===== src/rtl/intc_pkg.sv =====
package intc_pkg;

    localparam int BANK_W = 32;
    localparam int DATA_W = 32;
    localparam int ADDR_W = 8;
    localparam int PRIO_W = 7;   // valid flag + 6-bit identifier

    // fixed offsets (software-visible map)
    localparam int OFS_IRQ0  = 'h00;
    localparam int OFS_MASK0 = 'h04;
    localparam int OFS_RTE0  = 'h08;
    localparam int OFS_FIQ0  = 'h0C;
    localparam int OFS_RAW0  = 'h10;
    localparam int OFS_CTRL  = 'h14;
    localparam int OFS_HIGH  = 'h18;
    localparam int OFS_PLO   = 'h1C;
    localparam int OFS_IRQ1  = 'h9C;
    localparam int OFS_MASK1 = 'hA0;
    localparam int OFS_RTE1  = 'hA4;
    localparam int OFS_FIQ1  = 'hA8;
    localparam int OFS_RAW1  = 'hAC;
    localparam int OFS_PHI   = 'hB0;

    typedef enum logic [3:0] {
        K_NONE, K_IRQ, K_MASK, K_ROUTE, K_FIQ, K_RAW, K_CTRL, K_HIGH, K_PRIO
    } reg_kind_e;

    typedef struct packed {
        reg_kind_e  kind;
        logic       bank;
        logic [5:0] pidx;
    } dec_t;

    function automatic dec_t decode(input logic [ADDR_W-1:0] a, input int nsrc);
        dec_t d;
        int   ai;
        ai     = int'(a);
        d.kind = K_NONE;
        d.bank = 1'b0;
        d.pidx = '0;
        if (a[1:0] == 2'b00) begin
            case (ai)
                OFS_IRQ0:  d.kind = K_IRQ;
                OFS_MASK0: d.kind = K_MASK;
                OFS_RTE0:  d.kind = K_ROUTE;
                OFS_FIQ0:  d.kind = K_FIQ;
                OFS_RAW0:  d.kind = K_RAW;
                OFS_CTRL:  d.kind = K_CTRL;
                OFS_HIGH:  d.kind = K_HIGH;
                OFS_IRQ1:  begin d.kind = K_IRQ;   d.bank = 1'b1; end
                OFS_MASK1: begin d.kind = K_MASK;  d.bank = 1'b1; end
                OFS_RTE1:  begin d.kind = K_ROUTE; d.bank = 1'b1; end
                OFS_FIQ1:  begin d.kind = K_FIQ;   d.bank = 1'b1; end
                OFS_RAW1:  begin d.kind = K_RAW;   d.bank = 1'b1; end
                default: begin
                    if (ai >= OFS_PLO && ai < OFS_PLO + 4 * BANK_W) begin
                        d.kind = K_PRIO;
                        d.pidx = 6'((ai - OFS_PLO) >> 2);
                    end else if (ai >= OFS_PHI && ai < OFS_PHI + 4 * (nsrc - BANK_W)) begin
                        d.kind = K_PRIO;
                        d.pidx = 6'(BANK_W + ((ai - OFS_PHI) >> 2));
                    end
                end
            endcase
        end
        return d;
    endfunction

endpackage


===== src/rtl/intc_bank.sv =====
module intc_bank #(
    parameter int W = 32
) (
    input  logic         clk,
    input  logic         rst_n,
    input  logic [W-1:0] src_i,
    input  logic         mask_we_i,
    input  logic         route_we_i,
    input  logic [W-1:0] wdata_i,
    input  logic         idle_all_i,
    output logic [W-1:0] mask_o,
    output logic [W-1:0] route_o,
    output logic [W-1:0] pend_o,
    output logic [W-1:0] irq_vec_o,
    output logic [W-1:0] fiq_vec_o,
    output logic         wake_o
);

    typedef struct packed {
        logic [W-1:0] mask;
        logic [W-1:0] route;
        logic [W-1:0] pend;
    } bank_st_t;

    bank_st_t st_d, st_q;

    always_comb begin
        st_d      = st_q;
        st_d.pend = src_i;
        if (mask_we_i)  st_d.mask  = wdata_i;
        if (route_we_i) st_d.route = wdata_i;
    end

    always_ff @(posedge clk or negedge rst_n) begin
        if (!rst_n) st_q <= '0;
        else        st_q <= st_d;
    end

    assign mask_o    = st_q.mask;
    assign route_o   = st_q.route;
    assign pend_o    = st_q.pend;
    assign irq_vec_o = st_q.pend & st_q.mask & ~st_q.route;
    assign fiq_vec_o = st_q.pend & st_q.mask &  st_q.route;
    assign wake_o    = |(st_q.pend & (st_q.mask | {W{idle_all_i}}));

    // captured pending equals the level seen one edge earlier
    p_pend_track_r2: assert property (@(posedge clk) disable iff (!rst_n)
        rst_n |=> st_q.pend == $past(src_i));

    // enable and route hold without their write strobe
    p_mask_hold_r10: assert property (@(posedge clk) disable iff (!rst_n)
        !mask_we_i |=> $stable(st_q.mask));
    p_route_hold_r10: assert property (@(posedge clk) disable iff (!rst_n)
        !route_we_i |=> $stable(st_q.route));

endmodule


===== src/rtl/intc_prio_file.sv =====
module intc_prio_file #(
    parameter int N = 40
) (
    input  logic        clk,
    input  logic        rst_n,
    input  logic        we_i,
    input  logic [5:0]  widx_i,
    input  logic [31:0] wdata_i,
    input  logic [5:0]  ridx_i,
    output logic [31:0] rdata_o
);
    import intc_pkg::*;

    typedef struct packed {
        logic [N-1:0][PRIO_W-1:0] ent;
    } prio_st_t;

    prio_st_t st_d, st_q;

    always_comb begin
        st_d = st_q;
        if (we_i && int'(widx_i) < N)
            st_d.ent[widx_i] = {wdata_i[31], wdata_i[5:0]};
    end

    always_ff @(posedge clk or negedge rst_n) begin
        if (!rst_n) st_q <= '0;
        else        st_q <= st_d;
    end

    always_comb begin
        rdata_o = '0;
        if (int'(ridx_i) < N)
            rdata_o = {st_q.ent[ridx_i][PRIO_W-1], 25'd0, st_q.ent[ridx_i][5:0]};
    end

    // a write stores only the flag and identifier bits
    p_prio_store_r7: assert property (@(posedge clk) disable iff (!rst_n)
        (we_i && int'(widx_i) < N) |=>
            st_q.ent[$past(widx_i)] == {$past(wdata_i[31]), $past(wdata_i[5:0])});

endmodule


===== src/rtl/dual_bank_intc.sv =====
module dual_bank_intc #(
    parameter int NUM_SRC = 40
) (
    input  logic               clk,
    input  logic               rst_n,
    input  logic [NUM_SRC-1:0] src_i,
    input  logic [7:0]         addr_i,
    input  logic               we_i,
    input  logic [31:0]        wdata_i,
    output logic [31:0]        rdata_o,
    output logic               fiq_o,
    output logic               irq_o,
    output logic               wake_o
);
    import intc_pkg::*;

    localparam int NBANK = (NUM_SRC + BANK_W - 1) / BANK_W;

    typedef struct packed {
        logic        idle_all;
        logic [31:0] rdata;
    } top_st_t;

    top_st_t st_d, st_q;
    dec_t    dec;

    logic [NBANK-1:0][31:0] mask_w, route_w, pend_w, irqv_w, fiqv_w;
    logic [NBANK-1:0]       wake_b;
    logic [31:0]            prio_rd;

    assign dec = decode(addr_i, NUM_SRC);

    for (genvar b = 0; b < NBANK; b++) begin : g_bank
        localparam int LO = b * BANK_W;
        localparam int BW = (NUM_SRC - LO < BANK_W) ? NUM_SRC - LO : BANK_W;

        logic [BW-1:0] m, r, p, iv, fv;

        intc_bank #(.W(BW)) u_bank (
            .clk        (clk),
            .rst_n      (rst_n),
            .src_i      (src_i[LO +: BW]),
            .mask_we_i  (we_i && dec.kind == K_MASK  && dec.bank == 1'(b)),
            .route_we_i (we_i && dec.kind == K_ROUTE && dec.bank == 1'(b)),
            .wdata_i    (wdata_i[BW-1:0]),
            .idle_all_i (st_q.idle_all),
            .mask_o     (m),
            .route_o    (r),
            .pend_o     (p),
            .irq_vec_o  (iv),
            .fiq_vec_o  (fv),
            .wake_o     (wake_b[b])
        );

        assign mask_w[b]  = 32'(m);
        assign route_w[b] = 32'(r);
        assign pend_w[b]  = 32'(p);
        assign irqv_w[b]  = 32'(iv);
        assign fiqv_w[b]  = 32'(fv);
    end

    intc_prio_file #(.N(NUM_SRC)) u_prio (
        .clk     (clk),
        .rst_n   (rst_n),
        .we_i    (we_i && dec.kind == K_PRIO),
        .widx_i  (dec.pidx),
        .wdata_i (wdata_i),
        .ridx_i  (dec.pidx),
        .rdata_o (prio_rd)
    );

    always_comb begin
        st_d = st_q;
        if (we_i && dec.kind == K_CTRL)
            st_d.idle_all = ~wdata_i[0];
        unique case (dec.kind)
            K_IRQ:   st_d.rdata = irqv_w[dec.bank];
            K_FIQ:   st_d.rdata = fiqv_w[dec.bank];
            K_RAW:   st_d.rdata = pend_w[dec.bank];
            K_MASK:  st_d.rdata = mask_w[dec.bank];
            K_ROUTE: st_d.rdata = route_w[dec.bank];
            K_CTRL:  st_d.rdata = {31'd0, ~st_q.idle_all};
            K_PRIO:  st_d.rdata = prio_rd;
            default: st_d.rdata = '0;
        endcase
    end

    always_ff @(posedge clk or negedge rst_n) begin
        if (!rst_n) st_q <= '0;
        else        st_q <= st_d;
    end

    assign rdata_o = st_q.rdata;
    assign irq_o   = |irqv_w;
    assign fiq_o   = |fiqv_w;
    assign wake_o  = |wake_b;

    // any raised request implies the wake request
    p_wake_covers_r6: assert property (@(posedge clk) disable iff (!rst_n)
        (irq_o || fiq_o) |-> wake_o);

    // unmapped, misaligned and highest-priority reads give zero
    p_unmapped_zero_r9: assert property (@(posedge clk) disable iff (!rst_n)
        (dec.kind == K_NONE || dec.kind == K_HIGH) |=> rdata_o == 32'd0);

    // control write sets the idle mask from bit 0; otherwise it holds
    p_ctrl_write_r5: assert property (@(posedge clk) disable iff (!rst_n)
        (we_i && dec.kind == K_CTRL) |=> st_q.idle_all == !$past(wdata_i[0]));
    p_ctrl_hold_r5: assert property (@(posedge clk) disable iff (!rst_n)
        !(we_i && dec.kind == K_CTRL) |=> $stable(st_q.idle_all));

endmodule


===== config.mk =====
export PLATFORM = sky130hd
export DESIGN_NAME = dual_bank_intc
export DESIGN_NICKNAME = d
export VERILOG_FILES = /design/src/rtl/intc_pkg.sv /design/src/rtl/intc_bank.sv /design/src/rtl/intc_prio_file.sv /design/src/rtl/dual_bank_intc.sv
export SDC_FILE = /design/constraint.sdc
export NUM_CORES = 1
export LEC_CHECK = 0
export BUFFER_PORTS_ARGS = -buffer_cell sky130_fd_sc_hd__buf_2
export CORE_ASPECT_RATIO = 1.25
export CORE_MARGIN = 1.5
export CORE_UTILIZATION = 45
export DETAILED_ROUTE_END_ITERATION = 8
export PLACE_DENSITY_LB_ADDON = 0.12
export SETUP_SLACK_MARGIN = 0.2
export SLEW_MARGIN = 20
export SYNTH_ARGS = -nofsm -noshare
export SYNTH_HDL_FRONTEND = slang
export SYNTH_SLANG_ARGS = --single-unit
export TNS_END_PERCENT = 30

===== constraint.sdc =====
create_clock -name clk -period 1.7 [get_ports clk]
set_input_delay 0 -clock clk [delete_from_list [all_inputs] [get_ports clk]]
set_output_delay 0 -clock clk [all_outputs]
set_load 0.02 [all_outputs]

# Yosys cells after proc, flatten, opt, wreduce, memory -nomap -nowiden
# Index checks and enable logic that the tools add are counted.
# totals
input_bits	83
regBits	433
# classes
bitwise	15
n_mux	25
n_lt_le_gt_ge	8
eq_ne	18
reduce_logical	24
addsub	3
# ops
cell	count
32-bit two-way mux	11
280-bit bitwise mux	1
32-bit case mux with 7 select lines	1
32-bit AND	4
40-bit OR reduction	3
7-bit binary-select mux with 6-bit select	1
7-bit demux with 6-bit select	1
8-bit equality test, second input constant	5
8-bit AND	4
32-bit NOT	1
32-bit OR	1
4-bit case mux with 7 select lines	1
8-bit by 5-bit equality test with 1-bit output, second input constant	3
6-bit two-way mux	3
8-bit by 4-bit equality test with 1-bit output, second input constant	2
8-bit less-than comparator, second input constant	2
7-bit two-way mux	2
4-bit by 3-bit equality test with 1-bit output, second input constant	3
1-bit logical AND	12
12-bit OR reduction	1
11-bit two-way mux	1
2-bit OR reduction	5
4-bit by 2-bit equality test with 1-bit output, second input constant	2
8-bit by 3-bit equality test with 1-bit output, second input constant	1
other kinds (19)	22

# Longest topological paths before layout
# logic_depth
ltp_word	11
ltp_mapped	16

# Cells and area by module
# A second synthesis with hierarchy kept.
# hier_totals
cells_unflattened	1684
hier_area_um2	21755.9
# modules_own_cells
mod	cells_each	instances	area_each_um2
intc_prio_file	908	1	13216.4
dual_bank_intc	413	1	3813.7
intc_bank at g_bank[0].u_bank	289	1	3778.6
intc_bank at g_bank[1].u_bank	74	1	947.2

# Least setup slack after synthesis
# Ideal clock, no wire load.
# synth_timing
path_type	input to register
startpoint	input addr_i[2]
endpoint	register u_prio.st_q[162] (netlist name)
path_slack_ns	-1.447
required_ns	1.575
path_buffers	4
setup_ns	0.125
arrival_ns	3.022
path_stages	13
cell_sequence	clkbuf_1 inv_1 ha_1 a2111oi_0 nor3b_2 or2_2 buf_2 nor4_4 and3_1 buf_2 and2_1 buf_2 mux2_2
# synth_between
elab_chain_cells	11
elab_cells_between_ends	44
# synth_rtl
item	line	text
start: declaration	dual_bank_intc.sv:7	input logic [7:0] addr_i,
8-bit subtractor (tied with other cells)	intc_pkg.sv:61	d.pidx = 6'(BANK_W + ((ai - OFS_PHI) >> 2));
6-bit adder or 1-bit logical AND (tied branches)	intc_pkg.sv:61, intc_pkg.sv:59	
6-bit two-way mux	intc_pkg.sv:59	end else if (ai >= OFS_PHI && ai < OFS_PHI + 4 * (nsrc - BANK_W)) begin
6-bit two-way mux	intc_pkg.sv:56	if (ai >= OFS_PLO && ai < OFS_PLO + 4 * BANK_W) begin
6-bit two-way mux	intc_pkg.sv:42	case (ai)
11-bit two-way mux *	intc_pkg.sv:41	if (a[1:0] == 2'b00) begin
6-bit by 7-bit less-than comparator with 1-bit output (implied by the code) or 6-bit by 1-bit greater-or-equal comparator with 1-bit output (tied branches)	intc_prio_file.sv:23	st_d.ent[widx_i] = {wdata_i[31], wdata_i[5:0]};
1-bit logical AND (implied by the code)	intc_prio_file.sv:23	
7-bit two-way mux (implied by the code)	intc_prio_file.sv:23	
7-bit demux with 6-bit select	-	
280-bit bitwise mux	intc_prio_file.sv:23	
end signal: assignment	intc_prio_file.sv:28	else st_q <= st_d;
end: declaration	intc_prio_file.sv:18	prio_st_t st_d, st_q;
# Mark *: on every way between the ends. The rest lies on a longest branch, timed or not.
# A chain may end at the register's enable or synchronous reset.

==> run_results.csv <==
group,metric,value,unit
timing,post-route-min-period,2.32,ns
timing,maxSlewHeadroom,44.6,%
cells_and_area,final_util,67.6,%
synthesis,synthTopCellsByArea,"dfrtp_1 52%, mux2_2 20%, nand2_1 3.9%",
drt,drt_iter0_drc,1171,
critical_path,rr_worst_depth,7,
drt,first_pass_iters,5,
floorplanning,die-area,47600,um2
global_route,gr-total-overflow,0,
critical_path,crit_path_frequent_cell,"buf_12",
synthesis,synth-compound-area-share,11.9,%
floorplanning,die_w,195,um
global_route,grt_max_degree,88,
floorplanning,core,45400,um2
synthesis,synth_xor_area_share,0.0841,%
cts,cts_num_sinks,433,
critical_path,rr_endpoint,"rdata_o[5]$_DFF_PN0_",
synthesis,synth.top_cell.area_share,52.0,%
timing,slew_violations,0,
synthesis,synth-seq-cells,433,
global_route,grt_pass1_vias,18900,
synthesis,synth-seq-area-share,52.0,%
power_and_ir_drop,pwr_density_cell,866,nW/um2
floorplanning,fp-row-count,87,
cells_and_area,nets,2529,
power_and_ir_drop,ir_drop,834,uV
power_and_ir_drop,leakage,14.4,nW
drt,ant_nets,0,
critical_path,crit_slowest_cell,"a2111o_1",
cells_and_area,n_antenna_cell,0,
placed_design,port_buffers,117,
critical_path,worstSetupEndpointType,"flop",
synthesis,synthSimpleGateAreaFrac,12.2,%
floorplanning,start_util,45.9,%
placed_design,place_congestion,0.944,
drt,num_vias,18200,
cts,cts_root_buf,"clkbuf_16",
synthesis,synthMuxAreaShare,20.6,%
timing,fin_skew,0.0199,ns
critical_path,crit_chain,"buf_12, ha_4, a211o_1, a21o_4, a2111o_1, nand2_4, buf_6, o21a_4, buf_8, buf_12, buf_4, o22ai_1, o31ai_4, nand3_2, o21ai_2",
critical_path,critical_path_class,"in2reg",
drt,wl,77.6,mm
floorplanning,die_y,243,um
cells_and_area,design_area,30700,um2
synthesis,syn_area,20800,um2
critical_path,cp.arrival,2.85,ns
synthesis,synthArstFlopShare,100,%
status,outcome,"finished, violations left",
synthesis,synthAdderAreaFrac,0.601,%
global_route,grtUsageTotal,32.6,%
status,violations,"setup timing",
critical_path,crit_end,"rdata_o[2]$_DFF_PN0_",
cts,clkTransAtPathRegs,0.06,ns
cells_and_area,area_delta_synth_final,47.3,%
timing,period_share,137,%
synthesis,yosys.area.top_type,"dfrtp_1",
timing,tightestPinTransition,0.828,ns
min_path,min_path_type,"in2async",
cts,cts.path.max_buffers,3,
synthesis,synth_edf_count,0,
global_route,antenna_found_initial,0,
drt,routed_via_density,5.97,
critical_path,worst_setup_path_start_kind,"primary input",
synthesis,avgSynthCellArea,11.2,um2
cells_and_area,drive_gt1_share,51.2,%
synthesis,synth_top_flop_cell,"dfrtp_1",
timing,grt_setup_unrepaired,"yes",
placed_design,dp_hpwl,52.8,mm
critical_path,crit_path_max_incr_delay,0.43,ns
cts,clk_latency,0.62,ns
timing,hold_viol,0,
critical_path,r2r_start,"u_prio.st_q[68]$_DFFE_PN0P_",
drt,avgRoutedWirePerCell,25.4,um
timing,fmax,0.430,GHz
run,cap_violations,0,
synthesis,ys_warn_count,0,
cts,cts_max_level,2,
critical_path,cp_data_required_time,2.23,ns
synthesis,ys_types,73,
global_route,grt_pass1_wl,117,mm
synthesis,synth_fp_nets,1955,
drt,drc,0,
cts,cts_buffers,46,
synthesis,synth_top_family_by_area,"multiplexers",
synthesis,synthCells,1862,
placed_design,pre_cts_slack,-1.84,ns
timing,setup_slack,-0.624,ns
floorplanning,ios,118,
critical_path,path_max_fanout,7,
cts,cts_tree,"done",
critical_path,worstSetupStartpoint,"addr_i[2]",
placed_design,placed_cell_area,24800,um2
critical_path,worst-r2r-setup-slack,-0.03,ns
timing,finalSetupViolations,344,
## critical path: cells and delay by family
family	cells	cell delay (ns)
fa+ha+maj	1	0.16
simple gates	2	0.25
buf+inv	5	0.60
compound gates	7	1.83
## final cells by class
| type | instances | area (um2) |
|---|---|---|
| clock inverter | 20 | 332 |
| fill | 3334 | 14700 |
| timing repair buffer | 642 | 6070 |
| tap | 578 | 723 |
| sequential | 433 | 10800 |
| multi-input combinational | 1301 | 11300 |
| clock buffer | 65 | 1330 |
| inverter | 12 | 62.6 |
## how the worst min path moves through the flow
stage	from	end	slack (ns)
after floorplan	rst_n	g_bank[0].u_bank.mask_o[0]$_DFFE_PN0P_	-0.30
after global placement	rst_n	rdata_o[17]$_DFF_PN0_	-0.14
after detailed placement	rst_n	rdata_o[17]$_DFF_PN0_	-0.14
after CTS	rst_n	u_prio.st_q[30]$_DFFE_PN0P_	0.003
after global routing	rst_n	g_bank[0].u_bank.route_o[3]$_DFFE_PN0P_	0.02
final	rst_n	g_bank[0].u_bank.route_o[3]$_DFFE_PN0P_	0.01
## cell usage after synthesis (6+ instances only)
master / n
and2_1: 6
o21ai_0: 95
nor2_1: 79
o31ai_1: 15
a211oi_1: 13
o22ai_1: 71
o22a_1: 6
mux2_1: 6
a221oi_1: 14
buf_1: 11
nand2_1: 218
clkbuf_1: 69
o221ai_1: 15
mux2_2: 363
ha_1: 10
nand2_2: 12
nor2_2: 6
nand4_1: 25
a22oi_1: 7
o211ai_1: 10
nor4_1: 19
nand2b_1: 16
dfrtp_1: 433
buf_2: 30
mux2i_1: 14
nor3b_1: 26
inv_1: 12
and3_1: 13
a31oi_1: 34
nand3_1: 81
a21oi_1: 45
nor3_1: 10
## power breakdown
part	switching [mW]	internal (mW)	leakage [nW]
Sequential	0.345	10.7	5.89
Clock	4.42	6.58	0.812
Combinational	2.31	2.19	7.74
Total	7.08	19.5	14.4
## metal layers
layer | routed length (um) | up-vias | global-route usage (%)
li1 | - | 8036 | -
met1 | 28800 | 9217 | 37.1
met3 | 3570 | 286 | 3.72
met5 | 0 | - | 0
met2 | 39300 | 686 | 57.4
met4 | 5960 | 0 | 22.2
## sequential cells by signal, indices dropped and copies added, names as in the netlist
name / flops
st_q: 1
g_bank.u_bank.mask_o: 40
rdata_o: 32
g_bank.u_bank.pend_o: 40
u_prio.st_q: 280
g_bank.u_bank.route_o: 40
## timing repair
| action | in CTS | in global routing |
|---|---|---|
| pin swaps | 88 | 84 |
| hold endpoints to repair | 644 | 0 |
| gates cloned | 6 | 1 |
| buffers inserted | 76 | 31 |
| gates resized for setup | 330 | 179 |
| setup endpoints to repair | 395 | 396 |
| hold buffers | 73 | 0 |
## cell families (layout without fill, tap and decap cells)
| kind of cell | Yosys count | after routing |
|---|---|---|
| simple gates | 529 | 529 |
| fa+ha+maj | 10 | 10 |
| buf+inv | 128 | 739 |
| flops | 433 | 433 |
| xor+xnor | 2 | 2 |
| mux | 383 | 383 |
| compound gates | 377 | 377 |
## cells in the final DEF, fill, tap and decap left out, types with 11 or more instances in the layout
cell           netlist  routed
nand2_8              0      17
mux2i_1             14      13
nor3b_1             26      23
buf_6                1      80
a21oi_1             45      35
nor2_1              79      58
nand3_1             81      74
a31oi_1             34      30
buf_4                5     295
buf_2               30     109
clkbuf_16            0      47
mux2_2             363     323
dfrtp_1            433     423
dlygate4sd3_1        0      73
o21ai_0             95      84
nor2_4               0      19
o22ai_1             71      56
clkbuf_8             0      11
buf_8                0      14
buf_12               0      63
nand2_1            218     163
nand2_4              0      22
nand2b_1            16      13
mux2_4               0      45
nand4_1             25      25
nand2_2             12      28
## through the flow
stage / hold WS (ns) / TNS [ns] / cells / total power [mW]
finish: 0.0132 / -139.41 / 3051 / 26.6
global route: 0.0153 / -162.35 / 3051 / 27.4
CTS: 0.00275 / -123.48 / 3019 / 26.4
detailed placement: -0.139 / -499.80 / 2779 / 14.4
global placement: -0.141 / -493.97 / 2779 / 14.4
floorplan: -0.296 / -369.09 / 1862 / 12.6
No activity file was read; power rests on OpenSTA's default activity.
